**src/rtl/div_pkg.sv**
```systemverilog
package div_pkg;

    typedef struct packed {
        logic wide;
        logic sgn;
        logic frac;
    } div_mode_t;

    typedef enum logic [1:0] {
        PH_PREP,
        PH_ITER,
        PH_FIX,
        PH_SIGN
    } div_phase_t;

endpackage

```
**src/rtl/div_prep.sv**
```systemverilog
module div_prep #(
    parameter int DW = 16
) (
    input  logic [2*DW-1:0]        a_raw,
    input  logic [DW-1:0]          b_raw,
    input  div_pkg::div_mode_t     mode,
    output logic [DW-1:0]          mag_hi,
    output logic [DW-1:0]          mag_lo,
    output logic [DW-1:0]          dmag,
    output logic                   q_neg,
    output logic                   r_neg,
    output logic                   is_sgn,
    output logic                   pre_ovf,
    output logic                   dz
);
    localparam int AW = 2 * DW;

    logic [AW-1:0] a_eff;
    logic [AW-1:0] a_mag;
    logic          a_neg;
    logic          b_neg;

    always_comb begin
        is_sgn = mode.frac | mode.sgn;
        if (mode.frac) begin
            a_eff = {a_raw[DW-1], a_raw[DW-1:0], {(DW-1){1'b0}}};
        end else if (mode.wide) begin
            a_eff = a_raw;
        end else if (mode.sgn) begin
            a_eff = {{DW{a_raw[DW-1]}}, a_raw[DW-1:0]};
        end else begin
            a_eff = {{DW{1'b0}}, a_raw[DW-1:0]};
        end
        a_neg   = is_sgn & a_eff[AW-1];
        b_neg   = is_sgn & b_raw[DW-1];
        a_mag   = a_neg ? (~a_eff + 1'b1) : a_eff;
        dmag    = b_neg ? (~b_raw + 1'b1) : b_raw;
        mag_hi  = a_mag[AW-1:DW];
        mag_lo  = a_mag[DW-1:0];
        q_neg   = a_neg ^ b_neg;
        r_neg   = a_neg;
        pre_ovf = (mag_hi >= dmag);
        dz      = (b_raw == '0);
    end
endmodule

```
**src/rtl/div_step.sv**
```systemverilog
module div_step #(
    parameter int DW = 16
) (
    input  logic [DW+1:0] rem,
    input  logic [DW-1:0] lo,
    input  logic [DW-1:0] d,
    output logic [DW+1:0] rem_n,
    output logic [DW-1:0] lo_n
);
    localparam int RW = DW + 2;

    logic [RW-1:0] sh;
    logic [RW-1:0] dx;

    always_comb begin
        sh    = {rem[RW-2:0], lo[DW-1]};
        dx    = {2'b00, d};
        rem_n = rem[RW-1] ? (sh + dx) : (sh - dx);
        lo_n  = {lo[DW-2:0], ~rem_n[RW-1]};
    end
endmodule

```
**src/rtl/div_fin.sv**
```systemverilog
module div_fin #(
    parameter int DW = 16
) (
    input  logic [DW+1:0] rem,
    input  logic [DW-1:0] qmag,
    input  logic          q_neg,
    input  logic          r_neg,
    input  logic          is_sgn,
    input  logic          pre_ovf,
    output logic [DW-1:0] quo,
    output logic [DW-1:0] rmd,
    output logic          ovf
);
    localparam logic [DW-1:0] HALF = {1'b1, {(DW-1){1'b0}}};

    logic sgn_ovf;

    always_comb begin
        quo     = q_neg ? (~qmag + 1'b1) : qmag;
        rmd     = r_neg ? (~rem[DW-1:0] + 1'b1) : rem[DW-1:0];
        sgn_ovf = is_sgn & (q_neg ? (qmag > HALF) : qmag[DW-1]);
        ovf     = pre_ovf | sgn_ovf;
    end
endmodule

```
**src/rtl/seq_divider.sv**
```systemverilog
module seq_divider #(
    parameter int DW = 16
) (
    input  logic              clk,
    input  logic              rst_n,
    input  logic              start,
    input  logic              step,
    input  logic [2*DW-1:0]   dividend,
    input  logic [DW-1:0]     divisor,
    input  logic              wide,
    input  logic              sgn,
    input  logic              frac,
    output logic [DW-1:0]     quotient,
    output logic [DW-1:0]     remainder,
    output logic              busy,
    output logic              done,
    output logic              ovf,
    output logic              div0
);
    import div_pkg::*;

    localparam int STEPS = DW + 3;
    localparam int CW    = $clog2(STEPS + 1);
    localparam int RW    = DW + 2;
    localparam logic [CW-1:0] IT_LAST = CW'(DW);
    localparam logic [CW-1:0] FIX_AT  = CW'(DW + 1);
    localparam logic [CW-1:0] SIGN_AT = CW'(DW + 2);

    typedef struct packed {
        logic              busy;
        logic              done;
        logic [CW-1:0]     cnt;
        logic [2*DW-1:0]   a;
        logic [DW-1:0]     b;
        div_mode_t         mode;
        logic [RW-1:0]     rem;
        logic [DW-1:0]     lo;
        logic [DW-1:0]     dmag;
        logic              q_neg;
        logic              r_neg;
        logic              is_sgn;
        logic              povf;
        logic              dz;
        logic [DW-1:0]     quo;
        logic [DW-1:0]     rmd;
        logic              ovf;
        logic              dzo;
    } state_t;

    state_t     st_q, st_d;
    div_phase_t phase;

    logic [DW-1:0] p_hi, p_lo, p_dmag;
    logic          p_qneg, p_rneg, p_sgn, p_povf, p_dz;
    logic [RW-1:0] s_rem;
    logic [DW-1:0] s_lo;
    logic [DW-1:0] f_quo, f_rmd;
    logic          f_ovf;

    div_prep #(.DW(DW)) u_prep (
        .a_raw   (st_q.a),
        .b_raw   (st_q.b),
        .mode    (st_q.mode),
        .mag_hi  (p_hi),
        .mag_lo  (p_lo),
        .dmag    (p_dmag),
        .q_neg   (p_qneg),
        .r_neg   (p_rneg),
        .is_sgn  (p_sgn),
        .pre_ovf (p_povf),
        .dz      (p_dz)
    );

    div_step #(.DW(DW)) u_step (
        .rem   (st_q.rem),
        .lo    (st_q.lo),
        .d     (st_q.dmag),
        .rem_n (s_rem),
        .lo_n  (s_lo)
    );

    div_fin #(.DW(DW)) u_fin (
        .rem     (st_q.rem),
        .qmag    (st_q.lo),
        .q_neg   (st_q.q_neg),
        .r_neg   (st_q.r_neg),
        .is_sgn  (st_q.is_sgn),
        .pre_ovf (st_q.povf),
        .quo     (f_quo),
        .rmd     (f_rmd),
        .ovf     (f_ovf)
    );

    always_comb begin
        if (st_q.cnt == '0) begin
            phase = PH_PREP;
        end else if (st_q.cnt <= IT_LAST) begin
            phase = PH_ITER;
        end else if (st_q.cnt == FIX_AT) begin
            phase = PH_FIX;
        end else begin
            phase = PH_SIGN;
        end
    end

    always_comb begin
        st_d      = st_q;
        st_d.done = 1'b0;
        if (start) begin
            st_d.busy = 1'b1;
            st_d.cnt  = '0;
            st_d.a    = dividend;
            st_d.b    = divisor;
            st_d.mode = '{wide: wide, sgn: sgn, frac: frac};
        end else if (st_q.busy && step) begin
            st_d.cnt = st_q.cnt + 1'b1;
            unique case (phase)
                PH_PREP: begin
                    st_d.rem    = {2'b00, p_hi};
                    st_d.lo     = p_lo;
                    st_d.dmag   = p_dmag;
                    st_d.q_neg  = p_qneg;
                    st_d.r_neg  = p_rneg;
                    st_d.is_sgn = p_sgn;
                    st_d.povf   = p_povf;
                    st_d.dz     = p_dz;
                end
                PH_ITER: begin
                    st_d.rem = s_rem;
                    st_d.lo  = s_lo;
                end
                PH_FIX: begin
                    if (st_q.rem[RW-1]) begin
                        st_d.rem = st_q.rem + {2'b00, st_q.dmag};
                    end
                end
                PH_SIGN: begin
                    st_d.quo  = f_quo;
                    st_d.rmd  = f_rmd;
                    st_d.ovf  = f_ovf;
                    st_d.dzo  = st_q.dz;
                    st_d.busy = 1'b0;
                    st_d.done = 1'b1;
                    st_d.cnt  = '0;
                end
                default: st_d = st_q;
            endcase
        end
    end

    always_ff @(posedge clk or negedge rst_n) begin
        if (!rst_n) begin
            st_q <= '0;
        end else begin
            st_q <= st_d;
        end
    end

    assign quotient  = st_q.quo;
    assign remainder = st_q.rmd;
    assign busy      = st_q.busy;
    assign done      = st_q.done;
    assign ovf       = st_q.ovf;
    assign div0      = st_q.dzo;

    logic [CW-1:0] cnt_w;
    logic [RW-1:0] rem_w;
    logic [DW-1:0] braw_w;
    assign cnt_w  = st_q.cnt;
    assign rem_w  = st_q.rem;
    assign braw_w = st_q.b;

    AST_START_BUSY: assert property (@(posedge clk) disable iff (!rst_n)
        start |=> busy && !done);
    AST_DONE_PULSE: assert property (@(posedge clk) disable iff (!rst_n)
        done |=> !done);
    AST_DONE_IDLE: assert property (@(posedge clk) disable iff (!rst_n)
        done |-> !busy);
    AST_CNT_RANGE: assert property (@(posedge clk) disable iff (!rst_n)
        busy |-> (cnt_w < CW'(STEPS)));
    AST_PAUSE_HOLD: assert property (@(posedge clk) disable iff (!rst_n)
        (busy && !step && !start) |=> busy && $stable(cnt_w) && $stable(rem_w));
    AST_IDLE_HOLD: assert property (@(posedge clk) disable iff (!rst_n)
        (!busy && !start) |=> !done && $stable(quotient) && $stable(remainder) && $stable(ovf));
    AST_ZERO_FLAG: assert property (@(posedge clk) disable iff (!rst_n)
        done |-> (div0 == (braw_w == '0)));

endmodule

```
**config.mk**
```make
export PLATFORM = sky130hd
export DESIGN_NAME = seq_divider
export DESIGN_NICKNAME = d
export VERILOG_FILES = /design/src/rtl/div_pkg.sv /design/src/rtl/div_prep.sv /design/src/rtl/div_step.sv /design/src/rtl/div_fin.sv /design/src/rtl/seq_divider.sv
export SDC_FILE = /design/constraint.sdc
export NUM_CORES = 1
export LEC_CHECK = 0
export ABC_AREA = 0
export BUFFER_PORTS_ARGS = -buffer_cell sky130_fd_sc_hd__buf_4
export CORE_ASPECT_RATIO = 0.5
export CORE_MARGIN = 5
export CORE_UTILIZATION = 61
export CTS_CLUSTER_DIAMETER = 30
export DETAILED_ROUTE_END_ITERATION = 6
export PLACE_DENSITY = 0.81
export SLEW_MARGIN = 15
export SYNTH_ARGS = -nofsm -noshare
export SYNTH_HDL_FRONTEND = slang
export SYNTH_SLANG_ARGS = --single-unit
```
**constraint.sdc**
```tcl
create_clock -name clk -period 10.95 [get_ports clk]
set_input_delay 2.19 -clock clk [delete_from_list [all_inputs] [get_ports clk]]
set_output_delay 2.19 -clock clk [all_outputs]
set_load 0.01 [all_outputs]
```
==> summary.txt, run 1 <==
Floorplanning
  • Ports: 91
  • Initial Utilization: 62.74%
  • Die X: 194.6 um
  • Std-Cell Rows: 33
  • Chip Height: roughly 100 um
  • Die area: 19900 um^2
  • Core Area: roughly 17000 um^2

Synth
  • Yosys cell types: 77
  • Area share of the largest cell type after synthesis: 35.41%
  • Synthesized net count: 1290
  • Ys Warns: 0
  • Post-Syn Instances: approximately 1200
  • Synth Cell Area: slightly above 10000 um^2
  • Sequential-to-total area share from yosys stat: 35.41%
  • Most used DFF post-synth: dfrtp_1
  • Avg Cell Area, Syn: 8.857 um^2
  • Async SR Flop Fraction: between 90% and 100%
  • Synth top area cells: dfrtp_1, ha_1, o21ai_0
  • Yosys reg bits: 147
  • Yosys top cell by area: dfrtp_1
  • Post-synth EDFFs: 0

Clock network
  • TritonCTS buffer count: 17
  • Clock Sinks: 147
  • Setup Buffers After CTS: 0
  • Longest Clk Path Bufs: 2
  • H-tree depth: 4
  • CTS resizes: 0
  • Clock slew at reported path FFs: 0.07 ns
  • Clk root buf: clkbuf_16
  • Hold Buf Count CTS: 0
  • CTS tree: done
  • Clk_lat worst skew: between 0.4 and 0.5 ns

Timing
  • Final Critical Period: 4.471 ns
  • # setup viols final: 0
  • Period utilization: between 40% and 50%
  • Final-report hold violation count: 0
  • RSZ-0062 raised after global routing: false
  • Fin Clk Skew: roughly 0.014 ns
  • Total Neg Setup Slack: 0 ns
  • Hold_ws: 0.4768 ns
  • Max-slew violation count: 0
  • Worst slew pin tran: 0.9986 ns
  • Achievable Freq: 223.6 MHz
  • Slew Limit Headroom: around a third

Setup path
  • Buf/Inv on CP: 0
  • Worst-case reg-to-reg path depth: 12
  • Worst Path Arrival: 4.83 ns
  • Critical path data required time: 11.31 ns
  • Crit path kind: register to register
  • CP Launch Type: register
  • Largest stage delay on the critical path: 0.79 ns
  • Type of element capturing the critical path: register
  • Cells along the critical path: or4_1, o41ai_1, xnor2_1, ha_1, and3_1, o211ai_1, o21ai_0, o41ai_1, o311ai_0, a21oi_1, xnor2_1, a31o_2
  • Family with the most delay on the worst path: compound AO/OA/AOI/OAI gates
  • Crit path depth: 12
  • Critical-path maximum fanout: 6
  • Slowest stage cell, crit path: o41ai_1

Placed design
  • Placed cell area: 10940 um^2
  • Placer Congestion: between 0.9 and 1
  • Port Buffer Count: 90
  • Final HPWL DP: 19490 um
  • Dpl cells: 1410

Finish
  • Area occupied by registers: 3679 um^2
  • Area of the multi-input gates: 6126 um^2
  • Final layout net count: 1320
  • Non-Filler Instances: 1443
  • Fraction of layout instances using a drive strength above 1: between 10% and 20%
  • Fillers: 1288
  • Finished Cell Area: approximately 12000 um^2
  • Area Overhead vs Synth: 11.07%
  • N_diodes: 0

Detailed routing
  • Post-DR vias/cell: between 6 and 7
  • DRC Markers: 0
  • Detailed Route WL: 26600 um
  • Final antenna-violating net count: 0
  • DRT Pass-1 Iters: 7
  • Avg WL per Cell: 18.43 um
  • DR iter-0 viols: 962
  • Via count: 8961

Power
  • Worst IR Drop VDD: 0.1207 mV
  • Clock network fraction of design power: 23.5%
  • Pint: 1.451 mW
  • Psw: 1.076 mW
  • Flop pwr share: 30.5%
  • Leak Pwr: 5.117 nW
  • Pwr per Cell Area: 218.9 nW/um^2
  • Switching part of the total: 42.58%
  • Gate power share: 46.0%

Global route
  • First-pass GRT wire length: ~44000 um
  • Antenna violations before repair: 0
  • GRT overflow: 0
  • Vias in the first global route: 8650
  • Largest net degree at the start of global routing: 77
  • Total track usage: 27.09%

Hold path
  • Hold/Removal Path Class: register to register
  • Hold path cells: 2

Status
  • Run status: finished, final reports clean

Flow run
  • Maxcap violations: 0
## cell usage in the layout (no fill, tap or decap), types with 5 or more instances in the layout
master	instances
o21ai_1	7
inv_1	38
nor2_1	77
a22oi_1	7
o41ai_1	6
a221oi_1	14
xor2_1	58
o211ai_1	8
or4_1	6
dfrtp_1	147
nor2b_1	16
clkbuf_16	17
a21o_1	20
o31ai_1	20
o21bai_1	6
a2111oi_0	6
o21ai_0	119
nor3_1	25
nand2_1	147
or3_1	6
a21oi_1	71
nor4_1	7
nand2b_1	6
mux2_2	46
o21a_1	6
a31oi_1	16
xnor2_1	50
a211oi_1	10
ha_1	59
buf_4	94
nand3_1	5
## worst paths after layout
path	from	to	slack (ns)
worst max-delay path	st_q[41]	st_q[55]	6.48
worst min-delay path	remainder[11]	remainder[11]	0.48
worst max register to register	st_q[41]	st_q[55]	6.48
worst min register to register	remainder[11]	remainder[11]	0.48
max in group asynchronous	rst_n	remainder[14]	7.76
min in group asynchronous	rst_n	st_q[113]	1.77
## power groups by stage
stage	combinational [mW]	clock (mW)	sequential, mW
2_1_floorplan	0.898	0	0.710
3_3_place_gp	1.09	0	0.765
3_5_place_dp	1.12	0	0.772
4_1_cts	1.14	0.599	0.762
5_1_grt	1.28	0.617	0.782
6_report	1.16	0.593	0.770
## sequential cells by signal, indices dropped and copies added (netlist names)
name and flops:
busy 1, st_q 72, quotient 16, div0 1
cnt_w 5, braw_w 16, ovf 1, remainder 16
rem_w 18, done 1
## worst reg2reg max path, delay by kind of cell, from the launching register on
kind	cells	cell delay, ns
AOI/OAI and AO/OA	7	2.22
xor gates and xnor gates	2	0.50
adders and majority gates	1	0.32
DFF	1	0.47
and+or+nand+nor	2	0.88
## cells by family after synthesis
group | after synthesis | synth area share (%)
and+or+nand+nor | 329 | 15.03
xor gates and xnor gates | 108 | 9.105
DFF | 147 | 35.41
AOI/OAI and AO/OA | 355 | 21.75
muxes | 50 | 5.372
adders and majority gates | 62 | 7.612
buffers and inverters | 122 | 5.721
## through the flow
step / total power, mW / util [%] / setup WS, ns
4_1_cts: 2.500 / 69.61 / 6.535
3_3_place_gp: 1.852 / 66.05 / 6.186
3_5_place_dp: 1.895 / 66.05 / 6.095
5_1_grt: 2.682 / 69.69 / 6.284
6_report: 2.526 / 69.69 / 6.479
2_1_floorplan: 1.609 / - / 7.130
## synth_stat cells, types with 4 or more instances
library cell  instances
nand2_1             148
a211oi_1             10
nor2b_1              16
inv_1                38
dfrtp_1             147
o21ai_1               8
o41ai_1               6
a21oi_1              71
clkbuf_1             41
xor2_1               58
xnor2_1              50
buf_2                10
o21ai_0             119
a2111oi_0             6
nor4_1                7
o21a_1                6
mux2_2               46
mux2i_1               4
a21o_1               20
or3_1                 7
o211ai_1              8
nor2_1               77
o31ai_1              20
ha_1                 60
a221oi_1             14
nand2b_1              6
nand3_1               5
nand4_1               4
o22ai_1               4
nor3_1               25
and3_1                4
or4_1                 6
a31oi_1              16
a22oi_1               7
buf_4                33
o21bai_1              6
## layout make-up
type	count	share of cell area, %
clock buffers	19	3.925
clock inverters	13	1.193
inverters	38	1.236
multi-input cells	904	53.09
flip-flops and latches	147	31.88
well taps	227	2.461
repair buffers	95	6.213
## layer usage
| layer | vias up | wire (um) | track usage, % |
|---|---|---|---|
| li1 | 4250 | - | - |
| met1 | 4278 | 11780 | 37.99 |
| met4 | 0 | 420 | 7.289 |
| met3 | 47 | 2079 | 4.150 |
| met5 | - | 0 | 0 |
| met2 | 386 | 12310 | 44.74 |
No activity file was read; power rests on OpenSTA's default activity.
==> run 2: changes to the inputs <==
CORE_UTILIZATION = 55   (was 61)
PLACE_DENSITY = 0.77   (was 0.81)
clock period = 4 ns   (was 10.95 ns; I/O delays follow)
==> summary.txt, run 2 (synthesis gave the netlist of run 1 again) <==
Status
  • Run status: finished, final reports clean

Floorplanning
  • Initial Utilization: 56.22%
  • Ports: a little over 90
  • Die area: 21900 um^2
  • Chip Height: 107.2 um
  • Die X: 204.4 um
  • Core Area: about 18000 um^2
  • Std-Cell Rows: 35

Clock network
  • Longest Clk Path Bufs: 2
  • TritonCTS buffer count: 17
  • Clk_lat worst skew: 0.43 ns
  • CTS tree: done
  • H-tree depth: 4
  • Hold Buf Count CTS: 0
  • Clock slew at reported path FFs: 0.07 ns
  • Clk root buf: clkbuf_16
  • Clock Sinks: 147

Setup path
  • Crit path kind: register to register
  • Cells along the critical path: or4_1, o41ai_1, xnor2_1, ha_1, and3_1, o211ai_1, o21ai_1, o41ai_1, buf_4, o311ai_1, a21oi_1, xnor2_1, a31o_2
  • Worst Path Arrival: 3.98 ns
  • Buf/Inv on CP: 1
  • Type of element capturing the critical path: register
  • Largest stage delay on the critical path: 0.65 ns
  • Critical path data required time: 4.33 ns
  • Family with the most delay on the worst path: compound AO/OA/AOI/OAI gates
  • CP Launch Type: register
  • Critical-path maximum fanout: 6
  • Slowest stage cell, crit path: or4_1

Placed design
  • Placed cell area: 11130 um^2
  • Dpl cells: between 1000 and 1500
  • Final HPWL DP: between 20000 and 25000 um
  • Port Buffer Count: 90
  • Placer Congestion: 0.9390

Detailed routing
  • Final antenna-violating net count: 0
  • DRT Pass-1 Iters: 6
  • DR iter-0 viols: 648
  • Detailed Route WL: 27220 um
  • Avg WL per Cell: around 18 um
  • DRC Markers: 0
  • Via count: about 9000
  • Post-DR vias/cell: 5.964

Finish
  • Non-Filler Instances: approximately 1500
  • Largest register FFs: 72
  • Fraction of layout instances using a drive strength above 1: 17.53%
  • Commonest cells after routing, fill and taps aside: nand2_1, dfrtp_1, o21ai_0, buf_4, nor2_1
  • N_diodes: 0
  • Finished Cell Area: 11740 um^2
  • Fillers: 1592
  • Final layout net count: 1336
  • Area Overhead vs Synth: 12.98%
  • Most flops, register: st_q

Hold path
  • Hold/Removal Path Class: input pin to asynchronous set/reset pin

Power
  • Clock network fraction of design power: about a quarter
  • Pint: between 4 and 5 mW
  • Psw: 2.905 mW
  • Flop pwr share: a little under a third
  • Gate power share: between 40 and 50%
  • Worst IR Drop VDD: 0.3646 mV
  • Switching part of the total: 41.73%
  • Leak Pwr: 5.222 nW
  • Pwr per Cell Area: 593.1 nW/um^2

Flow run
  • Maxcap violations: 0

Global route
  • Vias in the first global route: 8716
  • Total track usage: 25.34%
  • GRT busiest layer: met2
  • First-pass GRT wire length: 44950 um
  • Grt met1 use: 35.85%
  • Met2 Use GR: 40.86%
  • M3 GR Usage: around 4.6%
  • Largest net degree at the start of global routing: 71
  • GRT overflow: 0
  • Antenna violations before repair: 0

Timing
  • RSZ-0062 raised after global routing: false
  • Max-slew violation count: 0
  • Final Critical Period: 3.658 ns
  • Worst slew pin tran: 0.6464 ns
  • # setup viols final: 0
  • Achievable Freq: 273.4 MHz
  • Slew Limit Headroom: 56.91%
  • Fin Clk Skew: 0.01459 ns
  • Final-report hold violation count: 0
  • Total Neg Setup Slack: 0 ns
  • Period utilization: 91.46%
==> run 2: cell types whose count changed in the layout (fill, tap and decap cells not counted), moves of 2 or more <==
cell,delta
buf_12,+2
buf_4,+14
clkinv_4,+3
clkinvlp_4,-3
o21ai_1,+2
==> run 2: stage by stage <==
stage | setup slack, ns | power [mW] | util [%] | hold slack (ns)
floorplan | 0.5248 | 4.404 | - | 0.4446
global placement | 0.2397 | 5.134 | 60.20 | 0.4630
detailed placement | 0.2246 | 5.210 | 60.20 | 0.4722
CTS | 0.2073 | 6.914 | 63.49 | 0.2972
global route | 0.01949 | 7.436 | 63.51 | 0.3031
finish | 0.3418 | 6.962 | 63.51 | 0.2852
==> run 2: what timing repair did <==
item | CTS | global route
buffers inserted | 0 | 0
gates resized for setup | 0 | 3
setup endpoints to repair | 0 | 2
==> run 2: per-layer routing <==
layer	wire, um	vias up
li1	-	4280
met1	12790	4268
met2	12360	304
met3	1644	40
met4	429	0
met5	0	-
==> run 2: final cells by class <==
cell class | count | area, um^2 | share of cell area, %
Sequential cell | 147 | 3679 | 31.34
Tap cell | 259 | 324.1 | 2.761
Inverter | 38 | 142.6 | 1.215
Clock buffer | 18 | 439.2 | 3.742
Timing Repair Buffer | 111 | 862.1 | 7.345
Clock inverter | 14 | 167.7 | 1.428
Multi-Input combinational cell | 904 | 6123 | 52.17
==> run 2: power by group through the flow <==
stage / Combinational [mW] / Clock, mW / Sequential [mW]
floorplan: 2.46 / 0 / 1.94
global placement: 3.03 / 0 / 2.11
detailed placement: 3.09 / 0 / 2.12
CTS: 3.12 / 1.70 / 2.09
global route: 3.53 / 1.77 / 2.14
finish: 3.18 / 1.67 / 2.11
==> run 2: path summary, 6_finish.rpt <==
path / cells past startpoint / slack [ns] / endpoint / start
worst max-delay path: 13 / 0.34 / st_q[55] / st_q[41]
worst min-delay path: 1 / 0.29 / st_q[131] / rst_n
worst max register to register: 13 / 0.34 / st_q[55] / st_q[41]
worst min register to register: 2 / 0.48 / remainder[11] / remainder[11]
max in group asynchronous: 2 / 2.89 / braw_w[14] / rst_n
min in group clk: 2 / 0.48 / remainder[11] / remainder[11]
==> run 2: worst register-to-register path: cells and delay by family (launching register included) <==
family                     cells  cell delay, ns
AOI/OAI and AO/OA              7            1.47
xor gates and xnor gates       2            0.28
adders and majority gates      1            0.29
buffers and inverters          1            0.19
DFF                            1            0.46
and+or+nand+nor                2            0.86
